File: src/rtl/uaf_pkg.sv
package uaf_pkg;
  parameter int unsigned LVL_W  = 8;
  parameter int unsigned CHAR_W = 8;
  typedef logic [LVL_W-1:0]  level_t;
  typedef logic [CHAR_W-1:0] char_t;

  // hysteresis step: set at or above hi, hold until strictly below lo
  function automatic logic hyst_next(logic cur, level_t lvl, level_t hi, level_t lo);
    if (cur) return !(lvl < lo);
    return lvl >= hi;
  endfunction

  // character resumes a paused transmitter
  function automatic logic resumes(logic any, char_t c, char_t xon, char_t xoff);
    return (c != xoff) && (any || (c == xon));
  endfunction
endpackage

File: src/rtl/uaf_hyst.sv
module uaf_hyst
  import uaf_pkg::*;
(
  input  logic   clk,
  input  logic   rst_n,
  input  level_t level,
  input  level_t thr_hi,
  input  level_t thr_lo,
  output logic   full,
  output logic   rose,
  output logic   fell
);
  logic full_d;

  always_ff @(posedge clk or negedge rst_n) begin
    if (!rst_n) begin
      full   <= 1'b0;
      full_d <= 1'b0;
    end else begin
      full   <= hyst_next(full, level, thr_hi, thr_lo);
      full_d <= full;
    end
  end

  assign rose = full & ~full_d;
  assign fell = ~full & full_d;

  assert_rise_R1: assert property (@(posedge clk) disable iff (!rst_n)
    (!full && level >= thr_hi) |=> full);
  assert_band_R2: assert property (@(posedge clk) disable iff (!rst_n)
    (full && level >= thr_lo) |=> full);
  assert_drop_R2: assert property (@(posedge clk) disable iff (!rst_n)
    (full && level < thr_lo) |=> !full);
endmodule

File: src/rtl/uaf_inband.sv
module uaf_inband
  import uaf_pkg::*;
(
  input  logic  clk,
  input  logic  rst_n,
  input  logic  active,
  input  logic  xon_any,
  input  logic  spec_on,
  input  logic  rx_valid,
  input  char_t rx_data,
  input  char_t xon_c,
  input  char_t xoff_c,
  input  char_t xoff2_c,
  input  logic  isr_read,
  input  logic  asr_read,
  output logic  paused,
  output logic  int5,
  output logic  spec_flag
);
  logic xoff_hit, xon_hit, spec_hit, int_set;

  assign xoff_hit = rx_valid & active & (rx_data == xoff_c);
  assign xon_hit  = rx_valid & active & paused & resumes(xon_any, rx_data, xon_c, xoff_c);
  assign spec_hit = rx_valid & spec_on & (rx_data == xoff2_c);
  assign int_set  = xoff_hit | spec_hit;

  always_ff @(posedge clk or negedge rst_n) begin
    if (!rst_n) begin
      paused    <= 1'b0;
      int5      <= 1'b0;
      spec_flag <= 1'b0;
    end else begin
      if (!active)       paused <= 1'b0;
      else if (xoff_hit) paused <= 1'b1;
      else if (xon_hit)  paused <= 1'b0;
      if (int_set)       int5 <= 1'b1;
      else if (isr_read) int5 <= 1'b0;
      if (spec_hit)      spec_flag <= 1'b1;
      else if (asr_read) spec_flag <= 1'b0;
    end
  end

  assert_pause_R7: assert property (@(posedge clk) disable iff (!rst_n)
    xoff_hit |=> paused);
  assert_resume_R8: assert property (@(posedge clk) disable iff (!rst_n)
    xon_hit |=> !paused);
  assert_int_clear_R9: assert property (@(posedge clk) disable iff (!rst_n)
    (int5 && isr_read && !int_set) |=> !int5);
  assert_spec_set_R10: assert property (@(posedge clk) disable iff (!rst_n)
    spec_hit |=> (spec_flag && int5));
  assert_off_R12: assert property (@(posedge clk) disable iff (!rst_n)
    !active |=> !paused);
endmodule

File: src/rtl/uart_flow_ctrl.sv
module uart_flow_ctrl
  import uaf_pkg::*;
(
  input  logic               clk,
  input  logic               rst_n,
  input  logic [LVL_W-1:0]   rx_level,
  input  logic [LVL_W-1:0]   thr_hi,
  input  logic [LVL_W-1:0]   thr_lo,
  input  logic               enhanced,
  input  logic               rts_auto_en,
  input  logic               cts_auto_en,
  input  logic [1:0]         dtr_mode,
  input  logic               mcr_rts,
  input  logic               mcr_dtr,
  input  logic               cts_n,
  input  logic               dsr_n,
  input  logic               inband_en,
  input  logic               xon_any_en,
  input  logic               spec_en,
  input  logic [CHAR_W-1:0]  xon_char,
  input  logic [CHAR_W-1:0]  xoff_char,
  input  logic [CHAR_W-1:0]  xoff2_char,
  input  logic               rx_valid,
  input  logic [CHAR_W-1:0]  rx_data,
  input  logic               isr_read,
  input  logic               asr_read,
  output logic               rts_n,
  output logic               dtr_n,
  output logic               tx_hold,
  output logic               xoff_req,
  output logic               xon_req,
  output logic               int5,
  output logic               spec_flag
);
  logic full, full_rose, full_fell, paused;
  logic inb_active, rts_auto, cts_gate, dsr_gate;

  assign inb_active = inband_en & enhanced;
  assign rts_auto   = rts_auto_en & enhanced;
  assign cts_gate   = cts_auto_en & enhanced & cts_n;
  assign dsr_gate   = dtr_mode[1] & dsr_n;

  uaf_hyst u_hyst (
    .clk(clk), .rst_n(rst_n), .level(rx_level), .thr_hi(thr_hi), .thr_lo(thr_lo),
    .full(full), .rose(full_rose), .fell(full_fell)
  );

  uaf_inband u_inb (
    .clk(clk), .rst_n(rst_n), .active(inb_active), .xon_any(xon_any_en),
    .spec_on(spec_en & enhanced), .rx_valid(rx_valid), .rx_data(rx_data),
    .xon_c(xon_char), .xoff_c(xoff_char), .xoff2_c(xoff2_char),
    .isr_read(isr_read), .asr_read(asr_read),
    .paused(paused), .int5(int5), .spec_flag(spec_flag)
  );

  assign rts_n    = ~mcr_rts | (rts_auto & full);
  assign dtr_n    = ~mcr_dtr | (dtr_mode[0] & full);
  assign tx_hold  = paused | cts_gate | dsr_gate;
  assign xoff_req = inb_active & full_rose;
  assign xon_req  = inb_active & full_fell;

  assert_override_R3: assert property (@(posedge clk) disable iff (!rst_n)
    (!mcr_rts |-> rts_n) and (!mcr_dtr |-> dtr_n));
  assert_plain_R5: assert property (@(posedge clk) disable iff (!rst_n)
    !enhanced |-> (rts_n == !mcr_rts));
  assert_cts_R6: assert property (@(posedge clk) disable iff (!rst_n)
    (cts_auto_en && enhanced && cts_n) |-> tx_hold);
  assert_req_excl_R11: assert property (@(posedge clk) disable iff (!rst_n)
    $onehot0({xoff_req, xon_req}));
endmodule

File: config.mk
export PLATFORM = sky130hd
export DESIGN_NAME = uart_flow_ctrl
export DESIGN_NICKNAME = d
export VERILOG_FILES = /design/src/rtl/uaf_pkg.sv /design/src/rtl/uaf_hyst.sv /design/src/rtl/uaf_inband.sv /design/src/rtl/uart_flow_ctrl.sv
export SDC_FILE = /design/constraint.sdc
export NUM_CORES = 1
export LEC_CHECK = 0
export BUFFER_PORTS_ARGS = -buffer_cell sky130_fd_sc_hd__buf_2
export CAP_MARGIN = 20
export CORE_MARGIN = 5
export CORE_UTILIZATION = 40
export CTS_CLUSTER_SIZE = 16
export DETAILED_ROUTE_END_ITERATION = 12
export PLACE_DENSITY = 0.84
export SYNTH_ARGS = -nofsm -noshare
export SYNTH_HDL_FRONTEND = slang
export SYNTH_HIERARCHICAL = 1
export SYNTH_SLANG_ARGS = --single-unit
File: constraint.sdc
create_clock -name clk -period 3.4 [get_ports clk]
set_clock_uncertainty 0.2 [all_clocks]
set_input_delay 0.85 -clock clk [delete_from_list [all_inputs] [get_ports clk]]
set_output_delay 0.85 -clock clk [all_outputs]
set_load 0.05 [all_outputs]
==> out/metrics.yaml <==
syn-num-nets: 194
finalMaxSlewViolations: 0
grt.met2_usage_pct: 34.5
seqPwrFrac_pct: 26.0
critPathRequiredTime_ns: 2.35
ys_top_cells_by_area: "ha_1, dfrtp_1, xor2_1, xnor2_1, inv_1"
insertion_delay_ns: 0.23
clk_pin_slew_worst_paths_ns: 0.04
finalSetupViolCount: 0
ys_ff_latch: 5
totalNegativeSetupSlack_ns: 0
fp.dieH_um: 56.8
cts_tree: "built"
die_w_um: 56.8
power_leakage_nw: 0.788
period_share_pct: 72.2
post_cts_buffers: 0
hold_viol_final: 0
grt_max_degree: 8
layout.nets: 278
firstDrtPassIters: 3
clock.fmax_mhz: 407
post_cts_resized: 0
rows: 17
diodes: 0
path_class: "in -> out"
tightest_slew_ns: 0.294
power.switching_w: 0.000127
rsz0062_at_grt: "no"
synth_cells: 106
num_vias: 1081
grt_pass1_vias: 1222
outcome: "complete, no violations"
clock-sinks: 5
slew_headroom_pct: 80.2
fin_crit_ns: 2.46
fp.coreArea_um2: 2150
drc_errors: 0
gp_congestion: 0.887
io_buffers: 79
peakVddDrop_mv: 0.176
worstSetupEndpointType: "output pin"
ant_nets: 0
synth-seq-area-share_pct: 14.3
critPathLaunchType: "input port"
use_met1_pct: 16.3
numCtsBuffers: 3
clockBufferDepth: 2
p_per_area_nw_per_um2: 246
ys_types: 26
stdcell_count: 217
drt-initial-drc-count: 8
wire_per_inst_um: 12.7
wl_mm: 2.75
p_comb_share_pct: 54.0
layout-drive-gt1-share_pct: 45.0
grt_use_total_pct: 17.1
htreeDepth: 1
placed_cells: 213
initial_utilization_pct: 40.7
p_int_w: 0.000201
use_met3_pct: 4.37
synth_warnings: 6
hold_slack_ns: 0.216
dp_hpwl_mm: 2.52
crit_arrival_ns: 1.41
critPathMaxFanout: 6
placed_cell_area_um2: 1310
worstHoldPathType: "in -> async"
viasPerCell: 4.98
sw_frac_of_total_pct: 38.6
ioPinCount: 80
synth_top_cell_by_area: "ha_1"
p_clk_share_pct: 20.0
antenna_found_initial: 0
overflow: 0
maxCapViolations: 0
synth.top_cell.area_share_pct: 21.5
syn_area_per_cell_um2: 8.25
root_buffer: "clkbuf_4"
cts_hold_buf: 0
finish.instance_area_um2: 1330
grt_pass1_wl_mm: 4.53
die_area_um2: 3220
top_usage_layer: "met2"
syn_area_um2: 875
syn2layout_area_growth_pct: 52.2
==> final cells by class <==
class	count	area [um2]
Fill cell	213	817
Clock buffer	4	26.3
Sequential cell	5	125
Timing Repair Buffer	79	395
Inverter	16	60.1
Multi-Input combinational cell	85	689
Tap cell	28	35.0
==> layer usage <==
metal  wire length, um  part of all wire [%]
met1               945                    34
met2              1530                    56
met3               269                   9.8
met4                 0                     0
met5                 0                     0
==> per-stage QoR <==
stage / power [W] / setup WS [ns] / util, %
after global routing: 0.000355 / 0.920 / 62.0
after CTS: 0.000334 / 0.946 / 62.0
after global placement: 0.000255 / 1.00 / 60.7
after floorplan: 0.000185 / 1.06 / -
after detailed placement: 0.000264 / 0.947 / 60.7
final: 0.000328 / 0.944 / 62.0
==> final timing paths <==
path	startpoint	end	slack, ns	cells after the start
max in group asynchronous	rst_n	u_inb/spec_flag	2.66	1
setup reg to reg	u_hyst/full	u_hyst/full	2.19	2
hold reg to reg	u_inb/int5	u_inb/int5	0.30	2
hold / removal	rst_n	u_hyst/full_d	0.22	1
setup / recovery	enhanced	xon_req	0.94	3
min in group clk	u_inb/int5	u_inb/int5	0.30	2
==> worst max-delay path, cell delays in order <==
cell and delay, ns:
buf_2 0.12, and3_1 0.17, buf_2 0.26
==> synth_stat cells <==
master / instances
nand2b_1: 1
a21oi_1: 3
and3_1: 4
nand2_1: 6
nor2_1: 1
o2111ai_1: 4
a211o_1: 1
nor4_2: 1
nand3_1: 5
nor2b_1: 2
nor3_1: 2
nand3b_1: 1
nand4_1: 2
o21ai_0: 2
a21o_1: 2
nor4_1: 1
or3b_1: 2
and2_2: 2
xnor2_1: 10
dfrtp_1: 5
o22a_1: 1
inv_1: 16
ha_1: 15
xor2_1: 14
o211ai_1: 1
a211oi_1: 2
==> cell families (layout without fill, tap and decap cells) <==
logic type               Yosys count  in the layout  share of synthesized area (%)
AND/OR/NAND/NOR                   30             30                           20.2
XOR/XNOR                          24             24                           24.0
AO/OA/AOI/OAI                     16             16                           13.2
buffers and inverters             16             99                           6.87
adder cells (fa/ha/maj)           15             15                           21.5
flip-flops                         5              5                           14.3
==> cell usage in the layout (no fill, tap or decap), types with 3 or more instances in the layout <==
cell        n
buf_2      79
inv_1      16
ha_1       15
xor2_1     14
xnor2_1    10
nand2_1     6
nand3_1     5
dfrtp_1     5
and3_1      4
o2111ai_1   4
a21oi_1     3
clkbuf_4    3
==> state kept, by name, summed over array words and instances, names as in the netlist <==
signal           cells
u_hyst/full          1
u_hyst/full_d        1
u_inb/int5           1
u_inb/paused         1
u_inb/spec_flag      1
==> power by group through the flow <==
| stage | Clock, W | Combinational [W] | Sequential (W) |
|---|---|---|---|
| 6_report | 0.0000654 | 0.000177 | 0.0000852 |
| 5_1_grt | 0.0000727 | 0.000194 | 0.0000875 |
| 4_1_cts | 0.0000706 | 0.000179 | 0.0000853 |
| 3_5_place_dp | 0 | 0.000177 | 0.0000862 |
| 3_3_place_gp | 0 | 0.000169 | 0.0000858 |
| 2_1_floorplan | 0 | 0.000103 | 0.0000820 |
Note: power is estimated with default switching activity, not from simulation.
